--- src/rtl/gpio_pkg.sv ---
package gpio_pkg;
  typedef enum logic [1:0] {
    OP_BYTE = 2'b00,
    OP_SET  = 2'b01,
    OP_CLR  = 2'b10,
    OP_NONE = 2'b11
  } bitop_e;

  // Next value of a register given a bus command.
  function automatic logic [7:0] next_reg(input logic [7:0] cur, input logic [7:0] wdata,
                                          input bitop_e op, input int idx);
    logic [7:0] r;
    r = cur;
    case (op)
      OP_BYTE: r = wdata;
      OP_SET:  r[idx] = 1'b1;
      OP_CLR:  r[idx] = 1'b0;
      default: r = cur;
    endcase
    return r;
  endfunction
endpackage

--- src/rtl/gpio_sync.sv ---
module gpio_sync #(
  parameter int WIDTH = 8
) (
  input  logic             clk,
  input  logic             rst_n,
  input  logic [WIDTH-1:0] pad_in,
  output logic [WIDTH-1:0] pad_sync
);
  logic [WIDTH-1:0] stage1;
  logic [WIDTH-1:0] stage2;

  for (genvar i = 0; i < WIDTH; i++) begin : g_pin
    always_ff @(posedge clk) begin
      stage1[i] <= pad_in[i];
      stage2[i] <= stage1[i];
    end
  end

  assign pad_sync = stage2;

  // read path sees the pad level from two edges back
  a_r10_sync_depth: assert property (@(posedge clk) disable iff (!rst_n)
    pad_sync == $past(pad_in, 2));
endmodule

--- src/rtl/gpio_regs.sv ---
module gpio_regs
  import gpio_pkg::*;
#(
  parameter int WIDTH = 8,
  localparam int IDX_W = $clog2(WIDTH)
) (
  input  logic             clk,
  input  logic             rst_n,
  input  logic             data_we,
  input  logic             ctrl_we,
  input  bitop_e           op,
  input  logic [IDX_W-1:0] idx,
  input  logic [WIDTH-1:0] wdata,
  output logic [WIDTH-1:0] latch_q,
  output logic [WIDTH-1:0] dir_q
);
  logic [WIDTH-1:0] latch_d;
  logic [WIDTH-1:0] dir_d;

  function automatic logic [WIDTH-1:0] apply(input logic [WIDTH-1:0] cur);
    logic [WIDTH-1:0] r;
    r = cur;
    case (op)
      OP_BYTE: r = wdata;
      OP_SET:  r[idx] = 1'b1;
      OP_CLR:  r[idx] = 1'b0;
      default: r = cur;
    endcase
    return r;
  endfunction

  always_comb begin
    latch_d = data_we ? apply(latch_q) : latch_q;
    dir_d   = ctrl_we ? apply(dir_q) : dir_q;
  end

  always_ff @(posedge clk or negedge rst_n) begin
    if (!rst_n) begin
      latch_q <= '0;
      dir_q   <= '1;
    end else begin
      latch_q <= latch_d;
      dir_q   <= dir_d;
    end
  end

  a_r1_reset_dir: assert property (@(posedge clk) disable iff (!rst_n)
    $rose(rst_n) |-> (dir_q == '1 && latch_q == '0));
  a_r3_latch_holds: assert property (@(posedge clk) disable iff (!rst_n)
    !data_we |=> $stable(latch_q));
  a_r4_dir_holds: assert property (@(posedge clk) disable iff (!rst_n)
    !ctrl_we |=> $stable(dir_q));
  a_r6_set_bit: assert property (@(posedge clk) disable iff (!rst_n)
    (data_we && op == OP_SET) |=> latch_q[$past(idx)]);
  a_r7_clear_bit: assert property (@(posedge clk) disable iff (!rst_n)
    (data_we && op == OP_CLR) |=> !latch_q[$past(idx)]);
  a_r8_no_op: assert property (@(posedge clk) disable iff (!rst_n)
    (op == OP_NONE) |=> ($stable(latch_q) && $stable(dir_q)));
  a_r6_single_bit: assert property (@(posedge clk) disable iff (!rst_n)
    (data_we && (op == OP_SET || op == OP_CLR)) |=>
      $countones(latch_q ^ $past(latch_q)) <= 1);
endmodule

--- src/rtl/gpio_port.sv ---
module gpio_port
  import gpio_pkg::*;
#(
  parameter int WIDTH = 8,
  parameter int ADDR_W = 8,
  parameter logic [ADDR_W-1:0] BASE_ADDR = 8'h12,
  localparam int IDX_W = $clog2(WIDTH),
  localparam logic [ADDR_W-1:0] CTRL_ADDR = BASE_ADDR | 1
) (
  input  logic              clk,
  input  logic              rst_n,
  input  logic [ADDR_W-1:0] addr,
  input  logic              wr_en,
  input  logic [1:0]        bit_op,
  input  logic [IDX_W-1:0]  bit_idx,
  input  logic [WIDTH-1:0]  wr_data,
  output logic [WIDTH-1:0]  rd_data,
  input  logic [WIDTH-1:0]  pad_in,
  output logic [WIDTH-1:0]  pad_out,
  output logic [WIDTH-1:0]  pad_oe
);
  logic             hit_data;
  logic             hit_ctrl;
  logic [WIDTH-1:0] latch_q;
  logic [WIDTH-1:0] dir_q;
  logic [WIDTH-1:0] pad_sync;
  logic [WIDTH-1:0] data_view;

  assign hit_data = (addr == BASE_ADDR);
  assign hit_ctrl = (addr == CTRL_ADDR);

  gpio_sync #(.WIDTH(WIDTH)) u_sync (
    .clk(clk), .rst_n(rst_n), .pad_in(pad_in), .pad_sync(pad_sync)
  );

  gpio_regs #(.WIDTH(WIDTH)) u_regs (
    .clk(clk), .rst_n(rst_n),
    .data_we(wr_en && hit_data), .ctrl_we(wr_en && hit_ctrl),
    .op(bitop_e'(bit_op)), .idx(bit_idx), .wdata(wr_data),
    .latch_q(latch_q), .dir_q(dir_q)
  );

  for (genvar i = 0; i < WIDTH; i++) begin : g_rd
    assign data_view[i] = dir_q[i] ? pad_sync[i] : latch_q[i];
  end

  always_comb begin
    if (hit_data)      rd_data = data_view;
    else if (hit_ctrl) rd_data = dir_q;
    else               rd_data = '0;
  end

  assign pad_out = latch_q;
  assign pad_oe  = ~dir_q;

  // stray writes leave port outputs alone
  a_r9_stray_write: assert property (@(posedge clk) disable iff (!rst_n)
    (wr_en && !hit_data && !hit_ctrl) |=> ($stable(pad_out) && $stable(pad_oe)));
  // output pins read back what they drive
  a_r5_out_readback: assert property (@(posedge clk) disable iff (!rst_n)
    hit_data |-> ((rd_data & pad_oe) == (pad_out & pad_oe)));
endmodule

--- config.mk ---
export PLATFORM = sky130hd
export DESIGN_NAME = gpio_port
export DESIGN_NICKNAME = d
export VERILOG_FILES = /design/src/rtl/gpio_pkg.sv /design/src/rtl/gpio_sync.sv /design/src/rtl/gpio_regs.sv /design/src/rtl/gpio_port.sv
export SDC_FILE = /design/constraint.sdc
export NUM_CORES = 1
export LEC_CHECK = 0
export BUFFER_PORTS_ARGS = -buffer_cell sky130_fd_sc_hd__buf_2
export CAP_MARGIN = 20
export CORE_ASPECT_RATIO = 1.2
export CORE_MARGIN = 3
export CORE_UTILIZATION = 30
export CTS_CLUSTER_DIAMETER = 30
export DETAILED_ROUTE_END_ITERATION = 8
export HOLD_SLACK_MARGIN = 0.02
export PLACE_DENSITY = 0.53
export SYNTH_ARGS = -nofsm -noshare
export SYNTH_HDL_FRONTEND = slang
export SYNTH_SLANG_ARGS = --single-unit
--- constraint.sdc ---
create_clock -name clk -period 1.5 [get_ports clk]
set_input_delay 0.225 -clock clk [delete_from_list [all_inputs] [get_ports clk]]
set_output_delay 0.225 -clock clk [all_outputs]
set_load 0.005 [all_outputs]
==> out/results.ini, run 1 <==
[drt]
wl_per_cell_um=16.61
drt-initial-drc-count=91
wl_um=4849
num_vias=1551
antenna_left=0
routed_via_density=5.312
drcViolationCount=0
first_pass_iters=4

[layout]
final_nets=266
drive_gt1_share_pct=53.02
multi_input_area_um2=897.1
fillCellCount=484
final_area_mm2=0.002411
seq_area_um2=730.7
diodes=0
area_growth_pct=52.57

[power_and_ir_drop]
power_density_mw_per_mm2=800.3
vdd_drop_max_mv=0.3817
leakagePower_nw=0.9796

[worst_setup_path]
r2r_slack_ns=0.32
cp.required_ns=1.70
critical_path_class=in -> reg
endpoint_kind=register
path_max_fanout=9
cp_data_arrival_time_ns=1.72
startpoint_type=input port

[sta]
fmax_ghz=0.6579
fin_skew_ns=0.0003989
relSlewSlack_pct=72.09
slew_violations=0
fin_crit_sh_pct=101.3
rsz0062_at_grt=true
tightest_slew_ns=0.4187
hold_violations=0
setup_viol=7
layout_setup_ws_ns=-0.01997
fin_crit_ns=1.520

[die]
die_h_um=85.51
fp.dieW_um=72.26
ioPinCount=56
dieArea_mm2=0.006178
rows=28
coreArea_mm2=0.005010
start_util_pct=31.54

[yosys]
syn-num-nets=185
syn_avg_cell_area_um2=10.54
yosys-top-cells-area=dfxtp_1 (20%), dfstp_2 (13%), dfrtp_1 (13%), a2bb2oi_1 (7.8%), a2111oi_0 (5.0%)
ys_async_sr_fraction_pct=50.00
yosys.cell_types.count=33
syn_inst=150
synthTopCellsByCount=dfxtp_1 (16), a2bb2oi_1 (14), inv_1 (11)
synth-seq-cells=32
yosys_warnings=0
synth_ff_type=dfxtp_1
yosysMostFrequentCell=dfxtp_1
synth_top_area_share_pct=20.27
netlist_area_mm2=0.001580
yosys.area.top_type=dfxtp_1
synth_edf_count=0
ys_seq_area_share_pct=46.24

[place]
placed_area_mm2=0.002151
pre_cts_slack_ns=-0.3147
hpwl_um=3585
portBuffers=55
gp_congestion=0.7763

[clocking]
htree_num_levels=2
clk_latency_ns=0.28
clk_pin_slew_worst_paths_ns=0.07
cts_buffers=5
cts_tree=yes
root_buffer=clkbuf_8
clock_path_buffers=2
cts.sinks=32

[min_path]
holdCritPathClass=in -> reg

[grt]
grt_pass1_vias=1561
gr-usage-all-layers_pct=15.77
antenna_found_initial=0
grt-ovfl-total=0
grt_first_pass_wirelength_um=7652
grt_max_degree=18

[status]
violations=negative setup slack
status=finished, violations left

[run]
drv_cap=0

## cell type report
type,count,area share (%)
Timing Repair Buffer,85,23.92
Multi-Input combinational cell,96,37.21
Clock buffer,8,3.736
Tap cell,60,3.114
Inverter,11,1.713
Sequential cell,32,30.31
## worst max-delay path: stages
cell	delay, ns
buf_2	0.12
or4b_4	0.62
buf_6	0.20
a2111oi_1	0.34
a2bb2oi_1	0.21
## flip-flops by register name (all words and copies together) (netlist names)
register         cells
u_sync.pad_sync      8
u_regs.latch_q       8
u_sync.stage1        8
u_regs.dir_q         8
## worst paths after layout
path,endpoint,from,cells after the start
worst max-delay path,u_regs.latch_q[6],addr[5],5
worst min-delay path,u_sync.stage1[0],pad_in[0],1
worst max register to register,u_regs.dir_q[7],u_regs.dir_q[7],3
worst min register to register,u_sync.pad_sync[4],u_sync.stage1[4],0
max in group asynchronous,u_regs.dir_q[7],rst_n,2
min in group asynchronous,u_regs.latch_q[1],rst_n,2
## placed cells by master (no fill, tap or decap), types with 4 or more instances in the layout
cell / instances
buf_2: 52
buf_4: 19
dfxtp_1: 16
a2bb2oi_1: 13
inv_1: 11
buf_6: 11
a2111oi_2: 10
nand3_1: 8
nand2_1: 8
a221oi_1: 8
dfstp_2: 8
dfrtp_1: 8
o2111ai_1: 6
o21ai_1: 6
clkbuf_8: 6
a31oi_1: 4
## power breakdown
group,switching (mW),internal [mW]
registers,0.0200,0.898
clock network,0.308,0.374
logic,0.172,0.157
## routing by layer
metal | vias to the layer above | part of all wire, % | global-route usage (%)
li1 | 763 | - | -
met1 | 736 | 41 | 18.68
met2 | 45 | 52 | 28.09
met3 | 7 | 5.2 | 3.517
met4 | 0 | 0.99 | 4.615
met5 | - | 0 | 0
## kinds of logic after synthesis
kind of cell	Yosys count	synth area share, %
compound gates	57	30.09
buf+inv	22	5.938
simple gates	36	15.36
flops	32	46.24
fa+ha+maj	3	2.376
## metrics by stage
stage                     hold slack [ns]  util, %  cells  power (mW)  setup TNS, ns
after CTS                         0.03028    46.08    289       1.926       -0.03798
after detailed placement           0.1677    42.93    280       1.221         -4.264
after global routing              0.02752    48.13    292       2.034        -0.7841
after floorplan                  -0.07059        -    150       1.064        -0.7916
after global placement             0.1621    42.93    280       1.214         -3.626
final                             0.04340    48.13    292       1.930       -0.07949
## repair_timing
item	4_1_cts	5_1_grt
resized for setup	17	18
pin swaps	4	4
endpoints found under the hold margin	8	0
setup endpoints to repair	9	17
buffers inserted	0	3
hold buffers	1	0
No activity file was read; power rests on OpenSTA's default activity.
==> inputs of run 2 (changes only) <==
- ABC_AREA: default -> 1
- PLACE_DENSITY: 0.53 -> 0.52
==> out/results.ini, run 2 <==
[status]
status=complete, no violations  ; was finished, violations left

[drt]
routed_via_density=4.323  ; was 5.312
wl_um=4114  ; was 4849 µm
drcViolationCount=0  ; unchanged
drt-initial-drc-count=75  ; was 91
wl_per_cell_um=10.88  ; was 16.61 µm
antenna_left=0  ; unchanged
num_vias=1634  ; was 1,551
first_pass_iters=4  ; unchanged

[clocking]
cts_buffers=5  ; unchanged
root_buffer=clkbuf_8  ; unchanged
cts_setup_buffers=0  ; unchanged
cts.sinks=32  ; unchanged
htree_num_levels=2  ; unchanged
cts_tree=yes  ; unchanged
clk_pin_slew_worst_paths_ns=0.06  ; was 0.07 ns
clk_latency_ns=0.28  ; about the same
clock_path_buffers=2  ; unchanged

[yosys]
ys_async_sr_fraction_pct=50.00  ; unchanged
synth_top_area_share_pct=22.30  ; was 20.27%
syn_inst=251  ; was 150
synth-xor-area-share_pct=0  ; unchanged
synthMuxAreaShare_pct=0  ; unchanged
syn_avg_cell_area_um2=6.839  ; was 10.54 µm²
yosys.cell_types.count=21  ; was 33
synth_fa_ha_area_share_pct=2.187  ; was 2.375%
synthTopCellsByCount=nand2_1 (102), inv_1 (41), a21oi_1 (22)  ; was dfxtp_1 (16), a2bb2oi_1 (14), inv_1 (11)
netlist_area_mm2=0.001717  ; was 0.001580 mm²
synthSimpleGateAreaFrac_pct=31.71  ; was 15.36%
synth_edf_count=0  ; unchanged
synth_compound_area_share_pct=12.10  ; was 30.09%
yosys.area.top_type=nand2_1  ; was dfxtp_1
yosysMostFrequentCell=nand2_1  ; was dfxtp_1
synth-seq-cells=32  ; unchanged
yosys_warnings=0  ; unchanged
yosys-top-cells-area=nand2_1 (22%), dfxtp_1 (19%), dfstp_2 (12%), dfrtp_1 (12%), inv_1 (9.0%)  ; was dfxtp_1 (20%), dfstp_2 (13%), dfrtp_1 (13%), a2bb2oi_1 (7.8%), a2111oi_0 (5.0%)
ys_seq_area_share_pct=42.57  ; was 46.24%
synth_top_family_by_area=simple AND/OR/NAND/NOR gates  ; was compound AO/OA/AOI/OAI gates
synth_ff_type=dfxtp_1  ; unchanged
syn-num-nets=286  ; was 185

[sta]
fin_skew_ns=0.0003928  ; was 0.0003989 ns
rsz0062_at_grt=true  ; unchanged
tns_ns=0  ; was -0.07949 ns
slew_violations=0  ; unchanged
setup_viol=0  ; was 7
layout_setup_ws_ns=0.07072  ; was -0.01997 ns
fin_crit_ns=1.429  ; was 1.520 ns
tightest_slew_ns=0.3820  ; was 0.4187 ns
fin_crit_sh_pct=95.29  ; was 101.3%
relSlewSlack_pct=74.53  ; was 72.09%
fmax_ghz=0.6997  ; was 0.6579 GHz
hold_violations=0  ; unchanged

[power_and_ir_drop]
leakagePower_nw=1.288  ; was 0.9796 nW
power_density_mw_per_mm2=845.5  ; was 800.3 mW/mm²
vdd_drop_max_mv=0.3412  ; was 0.3817 mV

[place]
place_inst=369  ; was 280
hpwl_um=3215  ; was 3585 µm
portBuffers=55  ; unchanged
gp_congestion=0.8191  ; was 0.7763
pre_cts_slack_ns=0.06677  ; was -0.3147 ns

[grt]
grt_pass1_vias=1570  ; was 1,561
gr-usage-all-layers_pct=13.95  ; was 15.77%
grt_max_degree=17  ; was 18
antenna_found_initial=0  ; unchanged
grt_first_pass_wirelength_um=6893  ; was 7652 µm
grt-ovfl-total=0  ; unchanged

[layout]
area_growth_pct=27.62  ; was 52.57%
fillCellCount=556  ; was 484
diodes=0  ; unchanged
drive_gt1_share_pct=28.48  ; was 53.02%
final_cells=378  ; was 292
most-common-layout-cells=nand2_1 (101), buf_2 (55), inv_1 (41)  ; was buf_2 (52), buf_4 (19), dfxtp_1 (16)
final_common_cell=nand2_1  ; was buf_2
final_nets=350  ; was 266

[worst_setup_path]
cp_data_arrival_time_ns=1.20  ; was 1.72 ns
startpoint_type=register  ; was input port
slowest_stage=dfstp_2  ; was or4b_4
crit_chain=nand2_1, o21ai_0, nand2_1, o21ai_0, buf_2  ; was buf_2, or4b_4, buf_6, a2111oi_1, a2bb2oi_1
endpoint_kind=primary output  ; was register
r2r_end=u_regs.dir_q[6]  ; was u_regs.dir_q[7]
critical_path_class=reg -> out  ; was in -> reg
cp.required_ns=1.27  ; was 1.70 ns
worst_r2r_path_depth=6  ; was 3
max_stage_delay_ns=0.55  ; was 0.62 ns
path_max_fanout=4  ; was 9
rr_startpoint=u_regs.dir_q[6]  ; was u_regs.dir_q[7]
r2r_slack_ns=0.47  ; was 0.32 ns

[die]
die_h_um=88.87  ; was 85.51 µm
fp.dieW_um=75.06  ; was 72.26 µm
dieArea_mm2=0.006670  ; was 0.006178 mm²
ioPinCount=56  ; unchanged
coreArea_mm2=0.005406  ; was 0.005010 mm²
start_util_pct=31.75  ; was 31.54%
rows=29  ; was 28

[min_path]
holdCritPathClass=in -> reg  ; unchanged
hold_depth=1  ; unchanged
min_from=pad_in[3]  ; was pad_in[0]
min_to=u_sync.stage1[3]  ; was u_sync.stage1[0]

[run]
drv_cap=0  ; unchanged

[run 2: changes by cell type after synthesis, moves of 9 or more]
cell and change:
inv_1 +30, o21ai_0 +10, a221oi_1 -9, a21oi_1 +21
nor2_1 +9, a2111oi_0 -9, nand2_1 +94, a2bb2oi_1 -14
[run 2: worst max path at each step]
stage / startpoint / endpoint / depth (start not counted)
after global placement: addr[5] / rd_data[7] / 7
final: u_regs.dir_q[7] / rd_data[7] / 5
after floorplan: bit_op[0] / u_regs.latch_q[2] / 7
after global routing: u_regs.dir_q[3] / rd_data[3] / 5
after CTS: u_regs.dir_q[7] / rd_data[7] / 5
after detailed placement: addr[2] / rd_data[7] / 7
[run 2: what timing repair did]
action	CTS	global route
endpoints found under the hold margin	8	0
hold buffers	1	0
endpoints found under the setup margin	0	8
resized for setup	0	8
[run 2: worst max-delay path: cells and delay by family (launching register included)]
| kind | cells | cell delay (ns) |
|---|---|---|
| buf+inv | 1 | 0.14 |
| compound gates | 2 | 0.13 |
| flops | 1 | 0.55 |
| simple gates | 2 | 0.11 |
[run 2: layer usage]
layer	routed length [µm]	share of wire (%)	global-route usage, %	vias up
li1	-	-	-	888
met1	1804	44	15.18	696
met2	1969	48	24.48	40
met3	230	5.6	4.205	10
met4	110	2.7	6.311	0
met5	0	0	0	-
[run 2: kinds of logic after synthesis]
group / after synthesis
AOI/OAI and AO/OA: 40
adders and majority gates: 3
buffers and inverters: 49
DFF: 32
and+or+nand+nor: 127
[run 2: metrics by stage]
step / hold slack, ns / area, µm² / power [mW] / utilization (%)
2_1_floorplan: -0.07059 / 1717 / 1.092 / -
3_3_place_gp: 0.1745 / 2083 / 1.199 / 38.53
3_5_place_dp: 0.1798 / 2083 / 1.201 / 38.53
4_1_cts: 0.02879 / 2183 / 1.883 / 40.38
5_1_grt: 0.02353 / 2191 / 1.972 / 40.52
6_report: 0.03951 / 2191 / 1.852 / 40.52
[run 2: report_power, final]
group	switching, mW	internal [mW]
sequential	0.0149	0.903
clock	0.293	0.374
combinational	0.160	0.108
[run 2: cell type report]
type,instances,area (µm²),area share [%]
multi-input combinational,170,797.0,36.38
sequential,32,730.7,33.35
timing repair buffer,62,330.3,15.08
inverter,44,165.2,7.539
clock buffer,8,90.09,4.112
tap,62,77.57,3.541
